==> config.mk <==
export PLATFORM = sky130hd
export DESIGN_NAME = fjq_top
export DESIGN_NICKNAME = d
export VERILOG_FILES = /design/src/rtl/fjq_pkg.sv /design/src/rtl/fjq_sequencer.sv /design/src/rtl/fjq_line_unit.sv /design/src/rtl/fjq_irq.sv /design/src/rtl/fjq_top.sv
export SDC_FILE = /design/constraint.sdc
export NUM_CORES = 1
export LEC_CHECK = 0
export BUFFER_PORTS_ARGS = -buffer_cell sky130_fd_sc_hd__buf_2
export CAP_MARGIN = 0
export CORE_MARGIN = 2
export CORE_UTILIZATION = 55
export DETAILED_ROUTE_END_ITERATION = 8
export GPL_TIMING_DRIVEN = 0
export PLACE_DENSITY = 0.84
export SETUP_SLACK_MARGIN = 0.2
export SLEW_MARGIN = 20
export SYNTH_ARGS = -nofsm -noshare
export SYNTH_HDL_FRONTEND = slang
export SYNTH_SLANG_ARGS = --single-unit
==> constraint.sdc <==
create_clock -name clk -period 13 [get_ports clk]
set_input_delay 1.95 -clock clk [delete_from_list [all_inputs] [get_ports clk]]
set_output_delay 1.95 -clock clk [all_outputs]
set_load 0.01 [all_outputs]
==> src/rtl/fjq_pkg.sv <==
package fjq_pkg;
  localparam int unsigned DW = 32;

  localparam logic [11:0] A_VER  = 12'h000;
  localparam logic [11:0] A_CTRL = 12'h004;
  localparam logic [11:0] A_STAT = 12'h008;
  localparam logic [11:0] A_FRM  = 12'h00C;
  localparam logic [11:0] A_ERR  = 12'h010;
  localparam logic [11:0] A_OUTS = 12'h014;
  localparam logic [11:0] A_IEN  = 12'h018;
  localparam logic [11:0] A_IFLG = 12'h01C;
  localparam logic [11:0] A_CFG  = 12'h040;
  localparam logic [11:0] A_ACT  = 12'h080;

  localparam int unsigned IRQ_EOF   = 0;
  localparam int unsigned IRQ_SOF   = 1;
  localparam int unsigned IRQ_LINE  = 8;
  localparam int unsigned IRQ_STATS = 16;
  localparam int unsigned IRQ_QRDY  = 24;

  typedef struct packed {
    logic wipe;
    logic latch;
    logic abort;
    logic queue;
  } cmd_t;
endpackage

==> src/rtl/fjq_sequencer.sv <==
module fjq_sequencer
  import fjq_pkg::*;
(
  input  logic          clk,
  input  logic          rst,
  input  cmd_t          cmd,
  input  logic          sof_i,
  input  logic          eof_i,
  output logic          queued,
  output logic          active,
  output logic          promote,
  output logic          frame_end,
  output logic [DW-1:0] frame_cnt,
  output logic [1:0]    err
);
  logic hold;
  assign hold      = cmd.wipe | cmd.abort;
  assign promote   = sof_i & queued & ~hold;
  assign frame_end = eof_i & active & ~hold & ~promote;

  always_ff @(posedge clk) begin
    if (rst || cmd.wipe) begin
      queued    <= 1'b0;
      active    <= 1'b0;
      frame_cnt <= '0;
      err       <= '0;
    end else if (cmd.abort) begin
      queued <= 1'b0;
      active <= 1'b0;
    end else begin
      if (promote) begin
        queued <= 1'b0;
        active <= 1'b1;
      end else if (frame_end) begin
        active <= 1'b0;
      end
      if (frame_end) frame_cnt <= frame_cnt + 1'b1;
      if (cmd.queue) begin
        if (queued) err[0] <= 1'b1;
        else        queued <= 1'b1;
      end
      if (sof_i && !queued) err[1] <= 1'b1;
    end
  end
endmodule

==> src/rtl/fjq_line_unit.sv <==
module fjq_line_unit #(
  parameter int unsigned NOUT = 2,
  parameter int unsigned CNTW = 16
) (
  input  logic                 clk,
  input  logic                 rst,
  input  logic                 clr,
  input  logic                 restart,
  input  logic                 run,
  input  logic [NOUT-1:0]      line_i,
  input  logic [NOUT*CNTW-1:0] thr,
  output logic [NOUT-1:0]      hit,
  output logic [NOUT*CNTW-1:0] cnt
);
  for (genvar k = 0; k < NOUT; k++) begin : g_out
    logic [CNTW-1:0] cnt_q;
    logic [CNTW-1:0] nxt;
    logic            step;

    assign step = run & ~restart & line_i[k];
    assign nxt  = cnt_q + 1'b1;
    assign hit[k] = step && (thr[k*CNTW +: CNTW] != '0) && (nxt == thr[k*CNTW +: CNTW]);
    assign cnt[k*CNTW +: CNTW] = cnt_q;

    always_ff @(posedge clk) begin
      if (rst || clr || restart) cnt_q <= '0;
      else if (step)             cnt_q <= nxt;
    end
  end
endmodule

==> src/rtl/fjq_irq.sv <==
module fjq_irq #(
  parameter int unsigned FW = 32
) (
  input  logic          clk,
  input  logic          rst,
  input  logic          clr,
  input  logic [FW-1:0] set_vec,
  input  logic          w1c_we,
  input  logic          en_we,
  input  logic [FW-1:0] wdata,
  output logic [FW-1:0] flags,
  output logic [FW-1:0] en,
  output logic          irq_o
);
  logic [FW-1:0] kill;
  assign kill = w1c_we ? wdata : '0;

  always_ff @(posedge clk) begin
    if (rst || clr) begin
      flags <= '0;
      en    <= '0;
      irq_o <= 1'b0;
    end else begin
      flags <= (flags & ~kill) | set_vec;
      if (en_we) en <= wdata;
      irq_o <= |(flags & en);
    end
  end
endmodule

==> src/rtl/fjq_top.sv <==
module fjq_top
  import fjq_pkg::*;
#(
  parameter int unsigned NCFG      = 8,
  parameter int unsigned NOUT      = 2,
  parameter int unsigned CNTW      = 16,
  parameter logic [7:0]  VER_MAJOR = 8'd2,
  parameter logic [3:0]  VER_MINOR = 4'd1
) (
  input  logic            clk,
  input  logic            rst,
  input  logic            bus_sel,
  input  logic            bus_wr,
  input  logic [11:0]     bus_addr,
  input  logic [DW-1:0]   bus_wdata,
  output logic [DW-1:0]   bus_rdata,
  input  logic            sof_i,
  input  logic            eof_i,
  input  logic [NOUT-1:0] line_i,
  input  logic            stats_i,
  output logic            irq_o
);
  localparam int unsigned IDXW    = $clog2(NCFG);
  localparam logic [11:0] CFG_END = A_CFG + 12'(NCFG * 4);
  localparam logic [11:0] ACT_END = A_ACT + 12'(NCFG * 4);
  localparam logic [DW-1:0] VER_WORD = {VER_MAJOR, VER_MINOR, 20'h0};

  logic wr, rd, aligned, in_cfg, in_act;
  logic [IDXW-1:0] idx;
  cmd_t cmd;

  assign wr      = bus_sel & bus_wr;
  assign rd      = bus_sel & ~bus_wr;
  assign aligned = (bus_addr[1:0] == 2'b00);
  assign in_cfg  = aligned && (bus_addr >= A_CFG) && (bus_addr < CFG_END);
  assign in_act  = aligned && (bus_addr >= A_ACT) && (bus_addr < ACT_END);
  assign idx     = bus_addr[2 +: IDXW];

  always_comb begin
    cmd = '0;
    if (wr && bus_addr == A_CTRL) begin
      cmd.queue = bus_wdata[0];
      cmd.abort = bus_wdata[1];
      cmd.wipe  = bus_wdata[2];
      cmd.latch = bus_wdata[3];
    end
  end

  // job sequencing
  logic queued, active, promote, frame_end;
  logic [DW-1:0] frame_cnt;
  logic [1:0] err;

  fjq_sequencer u_seq (
    .clk, .rst, .cmd, .sof_i, .eof_i,
    .queued, .active, .promote, .frame_end, .frame_cnt, .err
  );

  // shadow window (single write port) and active copy
  logic [DW-1:0] shadow  [NCFG];
  logic [DW-1:0] act_cfg [NCFG];

  always_ff @(posedge clk) begin
    if (wr && in_cfg) shadow[idx] <= bus_wdata;
  end

  always_ff @(posedge clk) begin
    if (rst || cmd.wipe) begin
      for (int i = 0; i < NCFG; i++) act_cfg[i] <= '0;
    end else if (promote) begin
      for (int i = 0; i < NCFG; i++) act_cfg[i] <= shadow[i];
    end
  end

  // line thresholds
  logic [NOUT*CNTW-1:0] thr, cnt;
  logic [NOUT-1:0] hit;
  for (genvar k = 0; k < NOUT; k++) begin : g_thr
    assign thr[k*CNTW +: CNTW] = act_cfg[k][CNTW-1:0];
  end

  fjq_line_unit #(.NOUT(NOUT), .CNTW(CNTW)) u_lines (
    .clk, .rst, .clr(cmd.wipe), .restart(promote),
    .run(active & ~cmd.abort & ~cmd.wipe),
    .line_i, .thr, .hit, .cnt
  );

  // interrupt flags
  logic [DW-1:0] set_vec, flags, irq_en;
  always_comb begin
    set_vec = '0;
    set_vec[IRQ_EOF]   = frame_end;
    set_vec[IRQ_SOF]   = promote;
    set_vec[IRQ_STATS] = stats_i;
    set_vec[IRQ_QRDY]  = promote;
    for (int k = 0; k < NOUT; k++) set_vec[IRQ_LINE + k] = hit[k];
  end

  fjq_irq #(.FW(DW)) u_irq (
    .clk, .rst, .clr(cmd.wipe), .set_vec,
    .w1c_we(wr && bus_addr == A_IFLG),
    .en_we(wr && bus_addr == A_IEN),
    .wdata(bus_wdata), .flags, .en(irq_en), .irq_o
  );

  // coherent snapshot
  logic [2:0]    lat_stat;
  logic [DW-1:0] lat_frm, lat_outs;
  logic [1:0]    lat_err;

  always_ff @(posedge clk) begin
    if (rst || cmd.wipe) begin
      lat_stat <= '0;
      lat_frm  <= '0;
      lat_err  <= '0;
      lat_outs <= '0;
    end else if (cmd.latch) begin
      lat_stat <= {active, queued & ~active, queued};
      lat_frm  <= frame_cnt;
      lat_err  <= err;
      lat_outs <= DW'(cnt);
    end
  end

  // registered read data
  always_ff @(posedge clk) begin
    if (rst) begin
      bus_rdata <= '0;
    end else if (rd) begin
      if (in_cfg)                  bus_rdata <= shadow[idx];
      else if (in_act)             bus_rdata <= act_cfg[idx];
      else if (bus_addr == A_VER)  bus_rdata <= VER_WORD;
      else if (bus_addr == A_STAT) bus_rdata <= DW'(lat_stat);
      else if (bus_addr == A_FRM)  bus_rdata <= lat_frm;
      else if (bus_addr == A_ERR)  bus_rdata <= DW'(lat_err);
      else if (bus_addr == A_OUTS) bus_rdata <= lat_outs;
      else if (bus_addr == A_IEN)  bus_rdata <= irq_en;
      else if (bus_addr == A_IFLG) bus_rdata <= flags;
      else                         bus_rdata <= '0;
    end
  end
endmodule

Yosys cells after proc, flatten, opt, wreduce, memory -nomap -nowiden
Memory sizes are Yosys's and may differ from the RTL's.
Index checks and enable logic that the tools add are counted.

word-level totals
  register bits after elaboration = 234
  bits in latches = 0
  RAM bits = 512
  ROM bits = 0
  output and inout bits = 33
  word-level logic and storage cells = 122
  memories = 2

cells by class
  add/sub/neg operators = 3
  multipliers = 0
  div/mod/pow operators = 0
  order comparisons = 4
  equal/unequal tests = 9
  shift operators = 0
  muxes and demuxes = 31
  bitwise operators = 32
  reduce and logical (&&, ||, !) cells = 26

memories
  name     words  width  rd ports  clocked after Yosys merged registers in  write ports  line           RTL
  act_cfg  8      32     3         0                                        8            fjq_top.sv:61  logic [DW-1:0] act_cfg [NCFG];
  shadow   8      32     9         0                                        1            fjq_top.sv:60  logic [DW-1:0] shadow [NCFG];

operators by type and width
  operator                 number
  $mux W32                 18
  $and A32 B32 Y32         2
  $eq A12 B5 Y1 const B    4
  $add A16 B1 Y16 const B  2
  $add A32 B1 Y32 const B  1
  $eq A16 B16 Y1           2
  $not A32 Y32             1
  $or A32 B25 Y32          1
  $reduce_bool A16 Y1      2
  $reduce_or A32 Y1        1
  $eq A12 B4 Y1 const B    2
  $and A1 B1 Y1            13
  $logic_and A1 B1 Y1      13
  $eq A12 B3 Y1 const B    1
  $ge A12 B7 Y1 const B    1
  $ge A12 B8 Y1 const B    1
  $logic_not A12 Y1        1
  $lt A12 B7 Y1 const B    1
  $lt A12 B8 Y1 const B    1
  $mux W1                  12
  $or A1 B1 Y1             9
  $not A1 Y1               6
  $mux W4                  1
  $reduce_and A2 Y1        2
  other kinds (6)          7

Longest topological paths before layout
  depth in word-level cells = 12
  gate-level depth with buffers = 10

By module
From an unflattened synthesis, not the netlist that was laid out.

second synthesis, totals
  cells, all modules = 2734
  area total of the unflattened synthesis = 32955.4 um^2

by module, submodules not included
  module         instances  cells an instance  area an instance (um^2)  seq. area each (um^2)
  fjq_top        1          1976               26519.2                  17396.7
  fjq_irq        1          262                2386.0                   1301.2
  fjq_line_unit  1          302                2361.0                   640.6
  fjq_sequencer  1          194                1689.1                   720.7

Least setup slack after synthesis
OpenSTA, ideal clock, no wires.

  kind = input -> register
  start = input port bus_addr[5]
  end = memory act_cfg[0][0], enable pin
  setup time = 0.721 ns
  arrival = 10.339 ns
  path slack = 1.940 ns
  cell stages on the path = 5
  path buffers = 1
  cells stage by stage = or4_4 nor3_1 a21oi_1 o21ai_1 clkbuf_1

RTL lines
  item                line           RTL
  start: declaration  fjq_top.sv:14  input logic [11:0] bus_addr,
  end: declaration    fjq_top.sv:61

Worst setup path after layout
  start = input port bus_addr[1]
  end = memory shadow[4][14], enable pin

between the ends
  word-level cells in the longest chain between the ends = 6
  elaborated cells between the ends (all ways) = 8
  those cells by class = order compare (2); mux (2); reduce/logical (4)

ends and longest elaborated chain
  item                                                      line                          RTL
  $ge A12 B7 Y1 / $logic_not A2 Y1 (equally long branches)  fjq_top.sv:35, fjq_top.sv:34
  $logic_and A1 B1 Y1                                       fjq_top.sv:35                 assign in_cfg = aligned && (bus_addr >= A_CFG) && (bus_addr < CFG_END);
  $logic_and A1 B1 Y1 *                                     fjq_top.sv:35
  $logic_and A1 B1 Y1 *                                     fjq_top.sv:64                 if (wr && in_cfg) shadow[idx] <= bus_wdata;
  $mux W1 *                                                 fjq_top.sv:64
  $mux W1 (implied by the code) *                           fjq_top.sv:64
  end: declaration                                          fjq_top.sv:60

Mark *: on every way between the ends. The rest lies on a longest branch, timed or not.

==> summary.md <==
| Metric | Value |
|---|---|
| Status | finished clean |
| Synth Area per Inst | 13.3 um^2 |
| Hold path depth | 2 |
| Final Hold Violating Endpoints | 0 |
| Period utilization | 0.447 |
| Clk pwr share | 0.442 |
| Setup TNS | 0 ns |
| Tot GR Track Use | 0.332 |
| DR iter-0 viols | ~3500 |
| Crit path DAT | 6.14 ns |
| Nets | 2632 |
| Hold path endpoint | u_irq.flags[6] |
| Crit path cell chain | buf_2 -> or4_1 -> nor3_1 -> and3_1 -> buf_2 -> buf_2 -> nand4_1 -> nor3_2 -> buf_4 -> buf_4 |
| Synth Area in Simple Gates | 0.130 |
| Synth Area in XOR/XNOR | 0.0283 |
| Core area | 0.0575 mm^2 |
| First-pass DRT Iterations | 6 |
| Post-CTS Setup Bufs | 0 |
| Area leader, netlist | edfxtp_1 |
| CTS tree | built |
| RD Place Congestion | 1.03 |
| Hold Buf Count CTS | 0 |
| Hold Path Class | flop to flop |
| Critical path data required time | about 13 ns |
| Synth warn | 0 |
| Largest cells by area after synthesis | edfxtp_1 48%, dfxtp_1 15%, mux4_2 9.2%, and2_1 5.1%, nand2_1 3.2% |
| Synth top area share | 0.482 |
| Most common cell on crit path | buf_2 |
| Synthesized area | 0.0319 mm^2 |
| Vias in the first global route | between 20000 and 25000 |
| Clock Latency Late Sink | 0.66 ns |
| RSZ-0062 raised after global routing | false |
| Top_reg_cell synth | edfxtp_1 |
| First-pass GRT wire length | about 140 mm |
| CP max FO | 10 |
| R2R Setup Slk | ~9.8 ns |
| Setup WS post-layout | around 7.2 ns |
| Flop pwr share | 0.509 |
| Post-synth EDFFs | 512 |
| DRC viols | 0 |
| Post-synthesis sequential area ratio | 0.629 |
| Cells after Synth | 2393 |
| Worst path max stage delay | 0.95 ns |
| Placed Cells | 3262 |
| Post-route ant nets | 0 |
| Via/cell ratio | 6.57 |
| Flops & latches, synth | 746 |
| Crit start category | primary input |
| Compound-gate portion of the synthesized area | 0.0634 |
| Largest family of logic cells by synthesized area | simple AND/OR/NAND/NOR gates |
| HPWL Detailed | 69.8 mm |
| Final setup viols | 0 |
| Synthesized Nets | 2449 |
| Final non-filler cell total | 3412 |
| Sinks on the clock net | around 750 |
| Top cells by count, synth | 512 x edfxtp_1, 271 x nand2_1, 259 x and2_1, 234 x dfxtp_1, 166 x nor2_1 |
| CP bufs+invs | 5 |
| Filler cells | 4039 |
| Pwr Total | slightly above 5 mW |
| Power per Cell Area | about 140 mW/mm^2 |
| Syn-to-layout area delta | 13.9% |
| Adder-cell share of the synthesized area | 0.00118 |
| Die Width | between 200 and 250 um |
| Async SR Flop Fraction | 0 |
| Layout cells sized above 1 | 0.181 |
| Max_cap viols | 0 |
| Worst Tran Pin Value | 1.33 ns |
| Clock-pin transition on the worst setup and hold timing paths | 0.06 ns |
| Max Clk Rate | 172 MHz |
| Most frequent cell after synthesis | edfxtp_1 |
| Initial antenna violation count | 13 |
| Cell Rows | 88 |
| Psw | ~1.1 mW |
| Fin crit period | 5.81 ns |
| Die H | 245 um |
| Leakage | 12.5 nW |
| Input/output buffers | about 80 |
| Worst reg2reg path endpoint | act_cfg[1][30] |
| Clk buf depth | 3 |
| Distinct cells, synth | 67 |
| Clock skew | roughly 0.030 ns |
| Sw Ratio | 0.224 |
| Ports | 86 |
| Top Family by Delay on Critical Path | simple AND/OR/NAND/NOR gates |
| Setup CP Type | primary input to flop |
| HP Start | u_irq.flags[6] |
| Post-synthesis mux area share | 0.125 |
| Initial Util | 0.555 |
| H-tree depth | 3 |
| Total clock buffers created by CTS | 77 |
| Drt total wl | 99.5 mm |
| Slew margin rel. | 0.114 |
| Pre-CTS setup slack | 6.97 ns |
| Worst r2r path cells | 5 |
| Root Buffer | clkbuf_16 |
| Slew Viols, Final | 0 |
| Largest net degree at the start of global routing | 61 |
| Total grt overflow | 0 |
| DR vias | 22400 |
| Drt wl/cell | 29.2 um |
| VDD IR-drop max | just under 0.0001 V |
| Critical Path Sink Type | flop |
| Full die area | 0.0599 mm^2 |
| Worst path slowest cell | nor3_2 |
| RR Startpoint | u_seq.queued |
| # resized after CTS | 0 |
| Combinational Power Share | 0.049 |
| Internal power | 3.94 mW |
## state kept, by name (all words and copies together), names as in the netlist, 32 cells and up
register,cells
u_lines.g_out.cnt_q,32
bus_rdata,32
act_cfg,256
shadow,256
u_irq.en,32
u_seq.frame_cnt,32
lat_frm,32
u_irq.flags,32
lat_outs,32
## worst max path at each step
| stage | slack (ns) | startpoint | cells after the start | endpoint |
|---|---|---|---|---|
| 3_5_place_dp | 6.97 | bus_addr[1] | 10 | shadow[4][16] |
| 2_1_floorplan | 1.94 | bus_addr[5] | 5 | act_cfg[0][0] |
| 3_3_place_gp | -1.34 | bus_addr[1] | 7 | act_cfg[6][28] |
| 4_1_cts | 7.56 | bus_addr[1] | 10 | shadow[4][14] |
| 5_1_grt | 7.28 | bus_addr[1] | 10 | shadow[4][14] |
| 6_report | 7.19 | bus_addr[1] | 10 | shadow[4][14] |
## power by group through the flow
stage | registers, mW | clock network (mW) | logic (mW)
2_1_floorplan | 2.64 | 0 | 0.136
3_3_place_gp | 2.65 | 0 | 0.228
3_5_place_dp | 2.64 | 0 | 0.241
4_1_cts | 2.59 | 2.24 | 0.243
5_1_grt | 2.59 | 2.33 | 0.259
6_report | 2.59 | 2.25 | 0.252
## routing by layer
layer	wire length, um	GRT usage	part of all wire	vias up
met5	161	0	0.0016	-
met4	6940	0.192	0.070	14
met3	14600	0.116	0.15	464
met2	44200	0.506	0.44	1797
met1	33700	0.414	0.34	10900
li1	-	-	-	9211
## tightest hold or removal path: stages (launching register included)
cell and delay [ns]:
dfxtp_1 0.32, nand2_1 0.06, a21oi_1 0.03
## through the flow
stage          instance area (um^2)  utilization  hold slack (ns)
3_3_place_gp                  33200        0.578            0.431
4_1_cts                       36300        0.631            0.451
3_5_place_dp                  33700        0.586            0.438
6_report                      36300        0.632            0.455
5_1_grt                       36300        0.631            0.474
2_1_floorplan                 31900            -            0.421
## layout make-up
type                            count  area (um^2)  share of cell area
Inverter                            9         33.8            0.000931
Timing Repair Buffer              104          817              0.0225
Clock inverter                     43          453              0.0125
Multi-Input combinational cell   1476        11200               0.308
Tap cell                          765          957              0.0264
Clock buffer                      100         2130              0.0586
Sequential cell                   746        20100               0.553
Buffer                            162          672              0.0185
Antenna cell                        7         17.5            0.000482
## layout by cell type, fill, tap and decap left out, types with 15 or more instances in the layout
master / n
nand3_1: 32
buf_2: 111
a21oi_1: 146
clkinv_2: 18
a211oi_1: 35
edfxtp_1: 512
a221oi_1: 61
nand2_1: 271
and2_1: 259
nor2_1: 160
clkbuf_1: 128
mux2i_1: 38
mux2_2: 61
nand4_1: 19
xnor2_1: 50
and3_1: 15
xor2_1: 53
dfxtp_1: 234
clkbuf_16: 79
nor3_1: 19
mux4_2: 130
## kinds of logic (layout without fill, tap and decap cells)
logic type	count (synthesis)	after routing
multiplexers	229	229
AND/OR/NAND/NOR	837	837
flip-flops	746	746
other	0	7
XOR/XNOR	103	103
adder cells (fa/ha/maj)	3	3
AO/OA/AOI/OAI	304	304
buffers and inverters	171	418
No activity file was read; power rests on OpenSTA's default activity.
